`config.mk`:
```
export PLATFORM = sky130hd
export DESIGN_NAME = slot_sched
export DESIGN_NICKNAME = d
export VERILOG_FILES = /design/src/rtl/slot_sched_pkg.sv /design/src/rtl/slot_sched_ptr.sv /design/src/rtl/slot_sched_table.sv /design/src/rtl/slot_sched_decode.sv /design/src/rtl/slot_sched.sv
export SDC_FILE = /design/constraint.sdc
export NUM_CORES = 1
export LEC_CHECK = 0
export ABC_AREA = 0
export ABC_CLOCK_PERIOD_IN_PS = 2100
export CAP_MARGIN = 10
export CORE_ASPECT_RATIO = 0.6
export CORE_MARGIN = 2
export CORE_UTILIZATION = 60
export DETAILED_ROUTE_END_ITERATION = 8
export DONT_BUFFER_PORTS = 1
export GPL_ROUTABILITY_DRIVEN = 0
export GPL_TIMING_DRIVEN = 1
export PLACE_DENSITY_LB_ADDON = 0.05
export SYNTH_ARGS = -nofsm -noshare
export SYNTH_HDL_FRONTEND = slang
export SYNTH_SLANG_ARGS = --single-unit
```
`constraint.sdc`:
```
create_clock -name clk -period 2.1 [get_ports clk]
set_input_delay 0.42 -clock clk [delete_from_list [all_inputs] [get_ports clk]]
set_output_delay 0.42 -clock clk [all_outputs]
set_load 0.05 [all_outputs]
```
`src/rtl/slot_sched_pkg.sv`:
```
package slot_sched_pkg;
   localparam int unsigned DEF_THREADS = 4;
   localparam int unsigned DEF_ENTRIES = 16;

   function automatic bit is_pow2(input int unsigned v);
      return (v >= 2) && ((v & (v - 1)) == 0);
   endfunction
endpackage

```
`src/rtl/slot_sched_ptr.sv`:
```
module slot_sched_ptr #(
   parameter int unsigned NUM_ENTRIES = slot_sched_pkg::DEF_ENTRIES,
   localparam int unsigned PTR_W = $clog2(NUM_ENTRIES)
) (
   input  logic             clk,
   input  logic             rst_n,
   input  logic             adv,
   output logic [PTR_W-1:0] ptr,
   output logic             wrap
);
   localparam logic [PTR_W-1:0] LAST = PTR_W'(NUM_ENTRIES - 1);

   assign wrap = adv && (ptr == LAST);

   always_ff @(posedge clk) begin
      if (!rst_n)
         ptr <= '0;
      else if (adv)
         ptr <= (ptr == LAST) ? '0 : ptr + PTR_W'(1);
   end

   a_r2_step: assert property (@(posedge clk) disable iff (!rst_n)
      (adv && ptr != LAST) |=> (ptr == $past(ptr) + PTR_W'(1)));
   a_r2_hold: assert property (@(posedge clk) disable iff (!rst_n)
      !adv |=> $stable(ptr));
   a_r3_wrap: assert property (@(posedge clk) disable iff (!rst_n)
      wrap |=> (ptr == '0));
endmodule

```
`src/rtl/slot_sched_table.sv`:
```
module slot_sched_table #(
   parameter int unsigned TBL_W = 32
) (
   input  logic             clk,
   input  logic             rst_n,
   input  logic             cfg_we,
   input  logic [TBL_W-1:0] cfg_wdata,
   input  logic             wrap,
   output logic [TBL_W-1:0] active
);
   logic [TBL_W-1:0] staged;

   always_ff @(posedge clk) begin
      if (!rst_n) begin
         staged <= '0;
         active <= '0;
      end else begin
         if (cfg_we) staged <= cfg_wdata;
         if (wrap)   active <= staged;
      end
   end

   a_r6_no_early_load: assert property (@(posedge clk) disable iff (!rst_n)
      !wrap |=> $stable(active));
endmodule

```
`src/rtl/slot_sched_decode.sv`:
```
module slot_sched_decode #(
   parameter int unsigned NUM_THREADS = slot_sched_pkg::DEF_THREADS,
   parameter int unsigned NUM_ENTRIES = slot_sched_pkg::DEF_ENTRIES,
   localparam int unsigned ID_W  = $clog2(NUM_THREADS),
   localparam int unsigned PTR_W = $clog2(NUM_ENTRIES),
   localparam int unsigned TBL_W = NUM_ENTRIES * ID_W
) (
   input  logic [TBL_W-1:0]       active,
   input  logic [PTR_W-1:0]       ptr,
   input  logic                   adv,
   output logic [ID_W-1:0]        thr_id,
   output logic [NUM_THREADS-1:0] thr_sel
);
   logic [ID_W-1:0] entry [NUM_ENTRIES];

   for (genvar e = 0; e < NUM_ENTRIES; e++) begin : g_entry
      assign entry[e] = active[e*ID_W +: ID_W];
   end

   assign thr_id = entry[ptr];

   for (genvar t = 0; t < NUM_THREADS; t++) begin : g_sel
      assign thr_sel[t] = adv && (thr_id == ID_W'(t));
   end
endmodule

```
`src/rtl/slot_sched.sv`:
```
module slot_sched #(
   parameter int unsigned NUM_THREADS = slot_sched_pkg::DEF_THREADS,
   parameter int unsigned NUM_ENTRIES = slot_sched_pkg::DEF_ENTRIES,
   localparam int unsigned ID_W  = $clog2(NUM_THREADS),
   localparam int unsigned PTR_W = $clog2(NUM_ENTRIES),
   localparam int unsigned TBL_W = NUM_ENTRIES * ID_W
) (
   input  logic                   clk,
   input  logic                   rst_n,
   input  logic                   cfg_we,
   input  logic [TBL_W-1:0]       cfg_wdata,
   input  logic                   adv,
   output logic [ID_W-1:0]        thr_id,
   output logic [NUM_THREADS-1:0] thr_sel
);
   if (!slot_sched_pkg::is_pow2(NUM_THREADS)) begin : g_bad_threads
      $error("NUM_THREADS must be a power of two, 2 or more");
   end
   if (!slot_sched_pkg::is_pow2(NUM_ENTRIES)) begin : g_bad_entries
      $error("NUM_ENTRIES must be a power of two, 2 or more");
   end

   logic [PTR_W-1:0] ptr;
   logic             wrap;
   logic [TBL_W-1:0] active;

   slot_sched_ptr #(.NUM_ENTRIES(NUM_ENTRIES)) u_ptr (
      .clk(clk), .rst_n(rst_n), .adv(adv), .ptr(ptr), .wrap(wrap));

   slot_sched_table #(.TBL_W(TBL_W)) u_tbl (
      .clk(clk), .rst_n(rst_n), .cfg_we(cfg_we), .cfg_wdata(cfg_wdata),
      .wrap(wrap), .active(active));

   slot_sched_decode #(.NUM_THREADS(NUM_THREADS), .NUM_ENTRIES(NUM_ENTRIES)) u_dec (
      .active(active), .ptr(ptr), .adv(adv), .thr_id(thr_id), .thr_sel(thr_sel));

   a_r7_sel_one: assert property (@(posedge clk) disable iff (!rst_n)
      adv |-> ($countones(thr_sel) == 1 && thr_sel[thr_id]));
   a_r7_sel_idle: assert property (@(posedge clk) disable iff (!rst_n)
      !adv |-> (thr_sel == '0));
   a_r1_reset_id: assert property (@(posedge clk)
      !rst_n |=> (thr_id == '0));
endmodule

```
* After elaboration in Yosys (flattened, before gate mapping)
Index checks and enable logic that the tools add are counted.
Storage, ports and cells: bits in registers 68, logic and storage cells 20
Cells by class: add/subtract/negate cells 1, $lt $le $gt $ge 1, eq/ne operators 4, muxes and demuxes 4, bitwise operators 1, reduce and logical (&&, ||, !) cells 6
Operator list (count):
- $bmux 2 s4 | 1
- $ge 5x5->1 const B | 1
- $logic_and 1x1->1 | 5
- $not 4->5 | 1
- $add 4x1->4 const B | 1
- $eq 2x2->1 const B | 2
- $eq 4x4->1 const B | 1
- $mux 2 | 2
- $mux 4 | 1
- $eq 2x1->1 const B | 1
- $logic_not 2->1 | 1

* Logic depth before layout (Yosys ltp)
depth after elaboration 6, depth in mapped cells 6

* Modules after synthesis
Synthesis repeated with hierarchy kept, for this count alone.
Second synthesis, totals: cell total of the unflattened synthesis 257, area total of the unflattened synthesis 3024.2 um2
Modules (own cells, without submodules):
- slot_sched_table | instances 1, cells each 207, area each 2492.4 um2, sequential area each 1281.2 um2
- slot_sched_decode | instances 1, cells each 31, area each 335.3 um2, sequential area each 0.0 um2
- slot_sched_ptr | instances 1, cells each 19, area each 196.4 um2, sequential area each 80.1 um2

* Worst setup path before layout
Ideal clock, no wire load.
path type flip-flop to output port, from register u_ptr.ptr[1], to output port thr_sel[0], arrival time 2567 ps, setup slack -887 ps, stages on the path, launching flop included 5, path buffers 1, cell sequence dfxtp_1 buf_6 mux4_2 mux2_4 o32ai_1
On the way: word-level cells in the longest chain between the ends 6
Ends and longest elaborated chain:
- from (decl) | line slot_sched_ptr.sv:8 | output logic [PTR_W-1:0] ptr,
- from (signal assigned) | line slot_sched_ptr.sv:19 | ptr <= (ptr == LAST) ? '0 : ptr + PTR_W'(1);
- $not 4->5 (implied by the code) | line slot_sched_decode.sv:20 | assign thr_id = entry[ptr];
- $bmux 2 s4 | line slot_sched_decode.sv:20
- $mux 2 (implied by the code) (2 in a row) | line slot_sched_decode.sv:20
- $logic_not 2->1 | line slot_sched_decode.sv:23 | assign thr_sel[t] = adv && (thr_id == ID_W'(t));
- $logic_and 1x1->1 | line slot_sched_decode.sv:23
- to (decl) | line slot_sched.sv:14 | output logic [NUM_THREADS-1:0] thr_sel
Every way passes these cells. The select of a mux whose other input is x is not followed.

* Worst setup path in the final report
from register u_ptr.ptr[1], to output port thr_sel[3]
On the way: word-level cells in the longest chain between the ends 6
Ends and longest elaborated chain (line):
- $not 4->5 (implied by the code) | slot_sched_decode.sv:20
- $bmux 2 s4 | slot_sched_decode.sv:20
- $mux 2 (implied by the code) (2 in a row) | slot_sched_decode.sv:20
- $eq 2x2->1 | slot_sched_decode.sv:23
- $logic_and 1x1->1 | slot_sched_decode.sv:23
Every way passes these cells. The select of a mux whose other input is x is not followed.

==> out/results.tsv <==
stage	metric	value	unit
run_status	status	finished with violations	
run_status	violations	setup timing	
cts	cts_tree	built	
cts	clock_latency	0.33	ns
logic_synthesis	synthArstFlopShare	0	%
sta	grt_setup_unrepaired	true	
sta	drv_slew	0	
power_and_ir_drop	power.leakage	1.24	nW
grt	gr-total-overflow	0	
worst_setup_path	cp-start-kind	register	
floorplan	core_area	4610	µm²
place	dp_cells	350	
logic_synthesis	synth_edf_count	0	
sta	finalHoldViolations	0	
grt	grt_use_total	21.9	%
worst_setup_path	crit_start	u_ptr.ptr[1]	
floorplan	die_y	57.9	µm
sta	whs	0.229	ns
detailed_routing	dr.first_iter.drc_count	138	
floorplan	ioPinCount	42	
place	numPortBuffers	0	
power_and_ir_drop	internal_power	1.93	mW
cts	root_buffer	clkbuf_8	
job	maxCapViolCount	0	
worst_setup_path	reg2reg_from	u_ptr.ptr[1]	
cts	cts_buffers	9	
final_layout	areaGrowthSynthToFinish	14.9	%
cts	htreeDepth	3	
sta	finalSetupViolCount	6	
logic_synthesis	synth_top_area_share	46.8	%
floorplan	die_area	5440	µm²
sta	fmax	397	MHz
sta	fin_crit_sh	120	%
final_layout	insertedDiodeCount	0	
grt	first_global_vias	1845	
detailed_routing	route.detailed.drc	0	
sta	fin_ws	-0.418	ns
cts	path_clk_slew	0.06	ns
power_and_ir_drop	power.density	727	nW/µm²
power_and_ir_drop	comb_power_share	5.1	%
final_layout	fin_util	72.5	%
cts	hold_buffers	0	
power_and_ir_drop	sequentialPowerShare	56.1	%
worst_setup_path	setup.worst_path.end	thr_sel[3]	
logic_synthesis	ys.flop_type	dfxtp_1	
power_and_ir_drop	totalPowerFinal	2.43	mW
power_and_ir_drop	peakVddDrop	0.530	mV
final_layout	finalNonFillerCells	370	
worst_setup_path	rr_endpoint	u_tbl.active[27]	
place	dp_hpwl	3710	µm
min_path	hp-class	input port to register	
floorplan	die_w	93.9	µm
floorplan	core.rowCount	19	
logic_synthesis	synth_area_per_cell	9.86	µm²
cts	clock_path_buffers	2	
power_and_ir_drop	clkPwrFrac	38.8	%
sta	slew_headroom	55.6	%
detailed_routing	vias	1996	
logic_synthesis	yosysTopAreaCell	dfxtp_1	
grt	grt_first_pass_wirelength	9090	µm
logic_synthesis	netlist_area	2910	µm²
logic_synthesis	ys.warnings.count	0	
sta	tightest_slew	0.666	ns
detailed_routing	first_pass_iters	4	
detailed_routing	postRouteAntennaNets	0	
sta	tns	-2.41	ns
final_layout	layout-drive-gt1-share	18.6	%
worst_setup_path	cp.arrival	2.10	ns
detailed_routing	wire_per_inst	14.9	µm
power_and_ir_drop	sw_frac_of_total	20.8	%
worst_setup_path	cp.required	1.68	ns
logic_synthesis	syn_nets	332	
worst_setup_path	critPathKind	register to output port	
detailed_routing	vias_per_cell	5.39	
logic_synthesis	synth_cell_types	24	
sta	period_needed	2.52	ns
power_and_ir_drop	power.switching	504	µW
final_layout	nets	341	
detailed_routing	routed_wl	5530	µm
logic_synthesis	synth_area_leaders	dfxtp_1 (47%), mux2i_1 (12%), nand2_1 (9.0%)	
grt	grt_max_degree	69	
worst_setup_path	rr_worst_depth	9	
floorplan	start_util	63.0	%
logic_synthesis	ys_seq_area_share	46.8	%
logic_synthesis	synth_cells	295	
worst_setup_path	critical_path.max_fanout	6	
worst_setup_path	end_kind	output port	
grt	antenna_found_initial	0	
sta	clock_skew	0.00731	ns
logic_synthesis	synth_seq_cells	68	
cts	cts.sink_count	68	
worst_setup_path	r2r_setup_slack	0.32	ns
registers in the layout, summed over array words and instances (netlist names):
name / flops
u_tbl.active: 32
u_tbl.staged: 32
u_ptr.ptr: 4
critical path, stage by stage, from the launching register on:
cell and delay, ns:
dfxtp_4 0.40, buf_4 0.13, mux4_2 0.52, mux2i_4 0.26, buf_4 0.17, o32ai_2 0.09, buf_6 0.19
power groups by stage:
stage	Combinational (mW)	Sequential [mW]	Clock, mW
2_1_floorplan	0.140	1.38	0
3_3_place_gp	0.108	1.39	0
3_5_place_dp	0.113	1.39	0
4_1_cts	0.126	1.36	0.964
5_1_grt	0.136	1.37	1.02
6_report	0.125	1.36	0.942
cells by family (layout without fill, tap and decap cells):
| group | after synthesis | in the layout | synth area share [%] |
|---|---|---|---|
| mux | 45 | 45 | 19.8 |
| simple gates | 116 | 116 | 18.7 |
| flops | 68 | 68 | 46.8 |
| xor+xnor | 2 | 2 | 0.603 |
| buf+inv | 22 | 34 | 3.53 |
| fa+ha+maj | 1 | 1 | 0.430 |
| compound gates | 41 | 41 | 10.2 |
through the flow:
stage	setup slack, ns	area, µm²
floorplan	-0.144	2970
global placement	-0.154	3090
detailed placement	-0.197	3090
CTS	-0.405	3320
global route	-0.513	3340
finish	-0.418	3340
cells in the final DEF, fill, tap and decap left out, types with 2 or more instances in the layout:
| cell type | instances |
|---|---|
| mux4_2 | 8 |
| o22ai_4 | 2 |
| nor2_1 | 2 |
| and2_1 | 2 |
| mux2_4 | 2 |
| nand2_1 | 69 |
| nand2b_1 | 2 |
| buf_4 | 15 |
| nand2b_4 | 3 |
| nand4_1 | 2 |
| a21oi_1 | 2 |
| clkbuf_8 | 12 |
| buf_6 | 2 |
| dfxtp_1 | 66 |
| nor2b_1 | 33 |
| o21ai_0 | 2 |
| clkinv_2 | 2 |
| buf_12 | 3 |
| mux2i_1 | 34 |
| a21boi_0 | 32 |
synthesized netlist by cell type (2+ instances only):
master / n
a21oi_1: 3
o22ai_1: 2
clkbuf_1: 16
nor2b_1: 33
buf_6: 2
nand2_1: 70
and2_1: 2
mux4_1: 5
nand4_1: 2
o21ai_0: 2
nand2b_1: 5
mux2i_1: 35
o32ai_1: 2
a21boi_0: 32
nor2_1: 3
mux4_2: 3
dfxtp_1: 68
buf_2: 4
cell type report:
cell class | instances | area [µm²]
multi-input cells | 205 | 1530
fillers | 344 | 1270
clock inverters | 2 | 10.0
repair buffers | 20 | 195
well taps | 63 | 78.8
clock buffers | 12 | 165
flip-flops and latches | 68 | 1370
timing repair:
| action | 4_1_cts | 5_1_grt |
|---|---|---|
| setup endpoints to repair | 6 | 6 |
| resized for setup | 14 | 2 |
| pin swaps | 2 | 0 |
| buffers inserted | 5 | 1 |
how the worst min path moves through the flow:
stage,start,endpoint,slack [ns],depth (start not counted)
finish,rst_n,u_tbl.staged[24],0.23,1
global route,rst_n,u_ptr.ptr[3],0.21,1
CTS,rst_n,u_ptr.ptr[3],0.21,1
detailed placement,u_tbl.staged[26],u_tbl.active[26],0.45,2
global placement,u_tbl.active[25],u_tbl.active[25],0.45,2
floorplan,u_tbl.active[20],u_tbl.active[20],0.44,2
per-layer routing:
| metal | share of wire [%] | GRT usage, % | vias up |
|---|---|---|---|
| met5 | 0 | 0 | - |
| met3 | 8.5 | 6.89 | 8 |
| met1 | 52 | 34.5 | 925 |
| met4 | 1.3 | 6.21 | 0 |
| li1 | - | - | 1007 |
| met2 | 38 | 28.7 | 56 |
(Power assumes the default switching activity.)
